$ cat src/rtl/irq_pkg.sv
package irq_pkg;
  localparam int ADDR_W = 10;
  localparam int DATA_W = 32;
  localparam int IDX_W  = 8;

  localparam logic [ADDR_W-1:0] REG_CFG  = 10'h000;
  localparam logic [ADDR_W-1:0] REG_MSET = 10'h001;
  localparam logic [ADDR_W-1:0] REG_MCLR = 10'h002;
  localparam logic [ADDR_W-1:0] REG_EDGE = 10'h003;

  // addr_i[9:8] bank select
  localparam logic [1:0] BANK_CTL  = 2'd0;
  localparam logic [1:0] BANK_SNS  = 2'd1;
  localparam logic [1:0] BANK_PIN  = 2'd2;
  localparam logic [1:0] BANK_TGT  = 2'd3;
  localparam logic [1:0] CTL_PEND  = 2'b01;  // addr_i[7:6] in control bank

  localparam int SNS_POL  = 0;
  localparam int SNS_TRIG = 1;
  localparam int SNS_DUAL = 2;
  localparam logic [2:0] SNS_RST = 3'b001;

  localparam int EDGE_SET_BIT = 31;
  localparam int PIN_EN_BIT   = 31;
endpackage

$ cat src/rtl/irq_sync.sv
module irq_sync #(
  parameter int W = 8
) (
  input  logic         clk_i,
  input  logic         rst_ni,
  input  logic [W-1:0] d_i,
  output logic [W-1:0] q_o
);
  logic [W-1:0] s1_q, s2_q;

  always_ff @(posedge clk_i or negedge rst_ni) begin
    if (!rst_ni) begin
      s1_q <= '0;
      s2_q <= '0;
    end else begin
      s1_q <= d_i;
      s2_q <= s1_q;
    end
  end

  assign q_o = s2_q;
endmodule

$ cat src/rtl/irq_src_slice.sv
module irq_src_slice
  import irq_pkg::*;
#(
  parameter int PIN_W   = 3,
  parameter int NUM_TGT = 4
) (
  input  logic               clk_i,
  input  logic               rst_ni,
  input  logic               lvl_i,
  input  logic               mask_set_i,
  input  logic               mask_clr_i,
  input  logic               wedge_set_i,
  input  logic               wedge_clr_i,
  input  logic               sense_we_i,
  input  logic               pin_we_i,
  input  logic               tgt_we_i,
  input  logic [DATA_W-1:0]  wdata_i,
  output logic               pend_o,
  output logic               mask_o,
  output logic [2:0]         sense_o,
  output logic               pin_en_o,
  output logic [PIN_W-1:0]   pin_o,
  output logic [NUM_TGT-1:0] tgt_o
);
  logic [2:0]         sense_q;
  logic               mask_q, prev_q, edge_q, edge_ev;
  logic               pin_en_q;
  logic [PIN_W-1:0]   pin_q;
  logic [NUM_TGT-1:0] tgt_q;
  logic               pol, trig, dual;

  assign pol  = sense_q[SNS_POL];
  assign trig = sense_q[SNS_TRIG];
  assign dual = sense_q[SNS_DUAL];

  always_comb begin
    if (dual)     edge_ev = lvl_i ^ prev_q;
    else if (pol) edge_ev = lvl_i & ~prev_q;
    else          edge_ev = ~lvl_i & prev_q;
  end

  always_ff @(posedge clk_i or negedge rst_ni) begin
    if (!rst_ni) begin
      sense_q  <= SNS_RST;
      mask_q   <= 1'b0;
      prev_q   <= 1'b0;
      edge_q   <= 1'b0;
      pin_en_q <= 1'b0;
      pin_q    <= '0;
      tgt_q    <= '0;
    end else begin
      prev_q <= lvl_i;
      if (mask_set_i)      mask_q <= 1'b1;
      else if (mask_clr_i) mask_q <= 1'b0;
      // latch exists only in edge mode; a new edge beats a clear
      if (!trig)                       edge_q <= 1'b0;
      else if (edge_ev || wedge_set_i) edge_q <= 1'b1;
      else if (wedge_clr_i)            edge_q <= 1'b0;
      if (sense_we_i) sense_q <= wdata_i[2:0];
      if (pin_we_i) begin
        pin_en_q <= wdata_i[PIN_EN_BIT];
        pin_q    <= wdata_i[PIN_W-1:0];
      end
      if (tgt_we_i) tgt_q <= wdata_i[NUM_TGT-1:0];
    end
  end

  assign pend_o   = trig ? edge_q : (lvl_i == pol);
  assign mask_o   = mask_q;
  assign sense_o  = sense_q;
  assign pin_en_o = pin_en_q;
  assign pin_o    = pin_q;
  assign tgt_o    = tgt_q;


  mask_set_chk: assert property (@(posedge clk_i) disable iff (!rst_ni)
    mask_set_i |=> mask_o);

  mask_clr_chk: assert property (@(posedge clk_i) disable iff (!rst_ni)
    (mask_clr_i && !mask_set_i) |=> !mask_o);

  wedge_set_chk: assert property (@(posedge clk_i) disable iff (!rst_ni)
    (wedge_set_i && trig && !sense_we_i) |=> pend_o);

  wedge_clr_chk: assert property (@(posedge clk_i) disable iff (!rst_ni)
    (wedge_clr_i && trig && !edge_ev && !sense_we_i) |=> !pend_o);

  edge_hold_chk: assert property (@(posedge clk_i) disable iff (!rst_ni)
    (pend_o && trig && !wedge_clr_i && !sense_we_i) |=> pend_o);
endmodule

$ cat src/rtl/irq_route.sv
module irq_route #(
  parameter int NUM_SRC = 40,
  parameter int NUM_TGT = 4,
  parameter int NUM_PIN = 6,
  parameter int PIN_W   = 3
) (
  input  logic                              clk_i,
  input  logic                              rst_ni,
  input  logic [NUM_SRC-1:0]                act_i,
  input  logic [NUM_SRC-1:0]                pin_en_i,
  input  logic [NUM_SRC-1:0][PIN_W-1:0]     pin_i,
  input  logic [NUM_SRC-1:0][NUM_TGT-1:0]   tgt_i,
  output logic [NUM_TGT*NUM_PIN-1:0]        irq_o
);
  for (genvar t = 0; t < NUM_TGT; t++) begin : g_tgt
    for (genvar p = 0; p < NUM_PIN; p++) begin : g_pin
      logic hit;
      always_comb begin
        hit = 1'b0;
        for (int s = 0; s < NUM_SRC; s++)
          hit = hit | (act_i[s] & pin_en_i[s] & (pin_i[s] == PIN_W'(p)) & tgt_i[s][t]);
      end
      assign irq_o[t*NUM_PIN+p] = hit;
    end
  end


  no_src_no_irq_chk: assert property (@(posedge clk_i) disable iff (!rst_ni)
    (act_i == '0) |-> (irq_o == '0));

  unrouted_quiet_chk: assert property (@(posedge clk_i) disable iff (!rst_ni)
    ((act_i & pin_en_i) == '0) |-> (irq_o == '0));
endmodule

$ cat src/rtl/irq_share_ctrl.sv
module irq_share_ctrl
  import irq_pkg::*;
#(
  parameter int NUM_SRC = 40,
  parameter int NUM_TGT = 4,
  parameter int NUM_PIN = 6
) (
  input  logic                       clk_i,
  input  logic                       rst_ni,
  input  logic [NUM_SRC-1:0]         src_i,
  input  logic                       wr_en_i,
  input  logic                       rd_en_i,
  input  logic [ADDR_W-1:0]          addr_i,
  input  logic [DATA_W-1:0]          wdata_i,
  output logic [DATA_W-1:0]          rdata_o,
  output logic [NUM_TGT*NUM_PIN-1:0] irq_o
);
  localparam int PIN_W   = (NUM_PIN > 1) ? $clog2(NUM_PIN) : 1;
  localparam int NW      = (NUM_SRC + 31) / 32;
  localparam int CNT_FLD = NUM_SRC / 8 - 1;

  logic [NUM_SRC-1:0]              lvl, pend, mask, pin_en, act;
  logic [NUM_SRC-1:0][2:0]         sense;
  logic [NUM_SRC-1:0][PIN_W-1:0]   pin;
  logic [NUM_SRC-1:0][NUM_TGT-1:0] tgt;
  logic [NW-1:0][31:0]             pend_words;
  logic [DATA_W-1:0]               cfg_word, rd_val, rdata_q;
  logic                            wr_mset, wr_mclr, wr_edge;
  logic [IDX_W-1:0]                widx;

  irq_sync #(.W(NUM_SRC)) u_sync (
    .clk_i (clk_i),
    .rst_ni(rst_ni),
    .d_i   (src_i),
    .q_o   (lvl)
  );

  assign wr_mset = wr_en_i && (addr_i == REG_MSET);
  assign wr_mclr = wr_en_i && (addr_i == REG_MCLR);
  assign wr_edge = wr_en_i && (addr_i == REG_EDGE);
  assign widx    = wdata_i[IDX_W-1:0];

  for (genvar i = 0; i < NUM_SRC; i++) begin : g_src
    logic idx_hit, reg_hit;
    assign idx_hit = (widx == IDX_W'(i));
    assign reg_hit = wr_en_i && (addr_i[7:0] == 8'(i));

    irq_src_slice #(.PIN_W(PIN_W), .NUM_TGT(NUM_TGT)) u_slice (
      .clk_i      (clk_i),
      .rst_ni     (rst_ni),
      .lvl_i      (lvl[i]),
      .mask_set_i (wr_mset && idx_hit),
      .mask_clr_i (wr_mclr && idx_hit),
      .wedge_set_i(wr_edge && idx_hit && wdata_i[EDGE_SET_BIT]),
      .wedge_clr_i(wr_edge && idx_hit && !wdata_i[EDGE_SET_BIT]),
      .sense_we_i (reg_hit && (addr_i[9:8] == BANK_SNS)),
      .pin_we_i   (reg_hit && (addr_i[9:8] == BANK_PIN)),
      .tgt_we_i   (reg_hit && (addr_i[9:8] == BANK_TGT)),
      .wdata_i    (wdata_i),
      .pend_o     (pend[i]),
      .mask_o     (mask[i]),
      .sense_o    (sense[i]),
      .pin_en_o   (pin_en[i]),
      .pin_o      (pin[i]),
      .tgt_o      (tgt[i])
    );
  end

  assign act = pend & mask;

  irq_route #(
    .NUM_SRC(NUM_SRC), .NUM_TGT(NUM_TGT), .NUM_PIN(NUM_PIN), .PIN_W(PIN_W)
  ) u_route (
    .clk_i   (clk_i),
    .rst_ni  (rst_ni),
    .act_i   (act),
    .pin_en_i(pin_en),
    .pin_i   (pin),
    .tgt_i   (tgt),
    .irq_o   (irq_o)
  );

  always_comb begin
    pend_words = '0;
    for (int i = 0; i < NUM_SRC; i++) pend_words[i/32][i%32] = pend[i];
  end

  always_comb begin
    cfg_word        = '0;
    cfg_word[7:0]   = 8'(CNT_FLD);
    cfg_word[15:8]  = 8'(NUM_TGT);
    cfg_word[23:16] = 8'(NUM_PIN);
  end

  always_comb begin
    rd_val = '0;
    unique case (addr_i[9:8])
      BANK_CTL: begin
        if (addr_i == REG_CFG) rd_val = cfg_word;
        else if (addr_i[7:6] == CTL_PEND)
          for (int w = 0; w < NW; w++)
            if (addr_i[5:0] == 6'(w)) rd_val = pend_words[w];
      end
      BANK_SNS:
        for (int i = 0; i < NUM_SRC; i++)
          if (addr_i[7:0] == 8'(i)) rd_val[2:0] = sense[i];
      BANK_PIN:
        for (int i = 0; i < NUM_SRC; i++)
          if (addr_i[7:0] == 8'(i)) begin
            rd_val[PIN_EN_BIT]  = pin_en[i];
            rd_val[PIN_W-1:0]   = pin[i];
          end
      default:
        for (int i = 0; i < NUM_SRC; i++)
          if (addr_i[7:0] == 8'(i)) rd_val[NUM_TGT-1:0] = tgt[i];
    endcase
  end

  always_ff @(posedge clk_i or negedge rst_ni) begin
    if (!rst_ni)      rdata_q <= '0;
    else if (rd_en_i) rdata_q <= rd_val;
  end

  assign rdata_o = rdata_q;


  cfg_read_chk: assert property (@(posedge clk_i) disable iff (!rst_ni)
    (rd_en_i && addr_i == REG_CFG) |=> ((int'(rdata_o[7:0]) + 1) * 8 == NUM_SRC));

  masked_quiet_chk: assert property (@(posedge clk_i) disable iff (!rst_ni)
    (mask == '0) |-> (irq_o == '0));
endmodule

$ cat config.mk
export PLATFORM = sky130hd
export DESIGN_NAME = irq_share_ctrl
export DESIGN_NICKNAME = d
export VERILOG_FILES = /design/src/rtl/irq_pkg.sv /design/src/rtl/irq_sync.sv /design/src/rtl/irq_src_slice.sv /design/src/rtl/irq_route.sv /design/src/rtl/irq_share_ctrl.sv
export SDC_FILE = /design/constraint.sdc
export NUM_CORES = 2
export LEC_CHECK = 0
export BUFFER_PORTS_ARGS = -buffer_cell sky130_fd_sc_hd__buf_4
export CORE_UTILIZATION = 32
export DETAILED_ROUTE_END_ITERATION = 8
export SLEW_MARGIN = 20
export SYNTH_ARGS = -nofsm -noshare
export SYNTH_HDL_FRONTEND = slang
export SYNTH_SLANG_ARGS = --single-unit
$ cat constraint.sdc
create_clock -name clk_i -period 5.49 [get_ports clk_i]
set_clock_uncertainty 0.2 [all_clocks]
set_input_delay 1.098 -clock clk_i [delete_from_list [all_inputs] [get_ports clk_i]]
set_output_delay 1.098 -clock clk_i [all_outputs]
set_load 0.01 [all_outputs]
==> flow_metrics.tcl <==
set metrics [dict create \
    ys_async_sr_fraction 1.00 \
    finalCritPeriodShare 1.02 \
    min_period_ns 5.58 \
    ir_drop_mv 0.265 \
    die_w_um 356 \
    final-max-slew-violation-count 0 \
    topRoutingLayerUsed "met5" \
    cts_tree "yes" \
    antenna_left 0 \
    cts_max_level 3 \
    antenna_found_initial 30 \
    first_iter_violations 6508 \
    grt_start_max_net_pins 116 \
    cts_buffer_depth 3 \
    required_ns 4.19 \
    min_from "u_sync.s1_q[18]" \
    violations "DRC, setup timing" \
    fp.dieH_um 356 \
    synth_ff_type "dfrtp_1" \
    grt_pass1_vias 39200 \
    portBuffers 118 \
    syn_avg_cell_area_um2 10.1 \
    synthCells 3989 \
    routed_wl_um 297000 \
    worst-setup-path-type "reg -> out" \
    grt_pass1_wl_um 386000 \
    yosysSeqAreaShare 0.421 \
    overflow 0 \
    placementRows 129 \
    final.setup.worst_slack_ns -0.0884 \
    r2r_start "g_src[13].u_slice.pin_o[2]" \
    layout_common_cells "631 x dfrtp_1, 503 x buf_4, 487 x mux2_2" \
    syn-num-nets 4155 \
    final_util 0.385 \
    outcome "finished with violations" \
    syn_area_mm2 0.0401 \
    synth_top_cell_by_area "dfrtp_1" \
    io_pins 142 \
    drc 12 \
    root_buffer "clkbuf_16" \
    areaGrowthSynthToFinish_pct 19.0 \
    yosys_register_bits 672 \
    p_per_area_mw_per_mm2 238 \
    core-area_mm2 0.124 \
    yosys.cell_types.count 86 \
    postCtsHoldBufs 0 \
    numCtsBuffers 70 \
    final_net_count 4404 \
    globalplace.congestion 1.16 \
    critPathCaptureType "output pin" \
    maxCapViolCount 0 \
    wl_per_cell_um 50.0 \
    relSlewSlack 0.143 \
    dp_cells 5800 \
    synth-edff-count 0 \
    drive_gt1_frac 0.298 \
    rsz0062_at_grt "false" \
    tightest_slew_ns 1.28 \
    vias_per_cell 7.01 \
    startpoint "g_src[18].u_slice.sense_o[0]" \
    arrival_ns 4.28 \
    max_freq_mhz 179 \
    final_cells 5947 \
    clock_latency_ns 0.68 \
    tns_ns -0.286 \
    final_common_cell "dfrtp_1" \
    hpwl_um 222000 \
    setup_viol 6 \
    met1Wirelength_um 112000 \
    clock-sinks 672 \
    track_usage 0.461 \
    yosys_warnings 0 \
    synthTopCellsByArea "dfrtp_1 39%, mux2_2 14%, a22oi_1 3.9%" \
    dr_total_vias 41700 \
    power.leakage_nw 20.5 \
    dieArea_mm2 0.127 \
    wl_met3_um 33400 \
    crit_path_start_kind "register" \
    worstPathMaxFanout 4 \
    clk_pin_slew_ns 0.06 \
    hold_path_class "reg -> reg" \
    wl_met2_um 121000 \
    start_util 0.323 \
    dr.pass1.iters 9 \
    place_ws_ns 0.544 \
    synth_top_area_frac 0.394 \
    final-hold-violation-count 0 \
    p_total_mw 11.4 \
]
critical path, stage by stage (launching register included):
cell      delay, ns
dfstp_2        0.57
xor2_1         0.07
o21ai_1        0.20
buf_4          0.15
nand4_1        0.60
nor3b_1        0.76
a22o_1         0.24
a221oi_1       0.05
nand4_1        0.41
or3_1          0.36
buf_4          0.18
sequential cells by signal (all words and copies together), names as in the netlist:
| signal | count |
|---|---|
| g_src.u_slice.edge_q | 40 |
| g_src.u_slice.pin_en_o | 40 |
| g_src.u_slice.mask_o | 40 |
| rdata_o | 32 |
| g_src.u_slice.sense_o | 120 |
| g_src.u_slice.tgt_o | 160 |
| u_sync.q_o | 40 |
| u_sync.s1_q | 40 |
| g_src.u_slice.pin_o | 120 |
| g_src.u_slice.prev_q | 40 |
worst paths after layout:
path	endpoint	slack, ns	cells past startpoint
hold / removal	u_sync.q_o[18]	0.15	0
max in group asynchronous	g_src[21].u_slice.tgt_o[3]	3.53	2
setup / recovery	irq_o[11]	-0.09	10
hold reg to reg	u_sync.q_o[18]	0.15	0
setup reg to reg	rdata_o[2]	1.91	8
min in group asynchronous	g_src[2].u_slice.prev_q	0.29	1
layer usage:
layer,vias up,track usage
met3,1085,0.150
met2,3448,0.659
li1,15700,-
met4,30,0.373
met5,-,0
met1,21500,0.566
kinds of logic (layout without fill, tap and decap cells):
group / Yosys count / after routing / synth area share
and+or+nand+nor: 1099 / 1099 / 0.143
AOI/OAI and AO/OA: 1085 / 1085 / 0.198
DFF: 672 / 672 / 0.421
muxes: 560 / 560 / 0.158
buffers and inverters: 453 / 758 / 0.0463
adders and majority gates: 80 / 80 / 0.0250
xor gates and xnor gates: 40 / 40 / 0.00874
other: 0 / 16 / 0
stage by stage:
stage          hold WS (ns)  cell area, µm²
4_1_cts               0.149           47500
5_1_grt               0.152           47700
6_report              0.147           47700
3_3_place_gp          0.133           45100
3_5_place_dp          0.135           45100
2_1_floorplan         0.131           40100
cell type report:
cell class,instances,area [µm²]
Antenna cell,16,40.0
Timing Repair Buffer,514,3980
Inverter,116,435
Clock inverter,32,443
Sequential cell,672,16900
Multi-Input combinational cell,2864,21900
Fill cell,12400,76200
Tap cell,1637,2050
Clock buffer,96,2020
synthesized netlist by cell type (all sizes together), types with 14 or more instances:
cell type / number
dfrtp: 632
mux2: 487
nand2: 315
nor2: 243
o21ai: 218
a22oi: 206
clkbuf: 190
a22o: 160
a221oi: 158
buf: 147
inv: 116
nor3: 93
nand4: 90
a21oi: 89
ha: 80
mux2i: 64
nand3: 55
nor4b: 48
dfstp: 40
nand2b: 39
nor3b: 33
a21boi: 30
and3: 26
nor4: 26
o22ai: 26
o2bb2ai: 26
nor2b: 23
o2111ai: 22
or4: 21
xnor2: 21
nor4bb: 20
xor2: 19
o221ai: 17
a222oi: 16
a31oi: 16
a2111oi: 14
power breakdown:
| part | leakage (nW) | switching, mW | internal [mW] | total, mW |
|---|---|---|---|---|
| clock network | 1.21 | 2.20 | 3.03 | 5.23 |
| registers | 8.87 | 0.218 | 5.05 | 5.27 |
| logic | 10.4 | 0.615 | 0.245 | 0.860 |
| total | 20.5 | 3.03 | 8.33 | 11.4 |
timing repair:
action	in CTS	in global routing
cloned	0	0
endpoints found under the hold margin	0	0
endpoints found under the setup margin	4	9
setup buffers	0	1
gates resized for setup	2	16
pin swaps	0	7
Power figures use the tool's default switching activity.
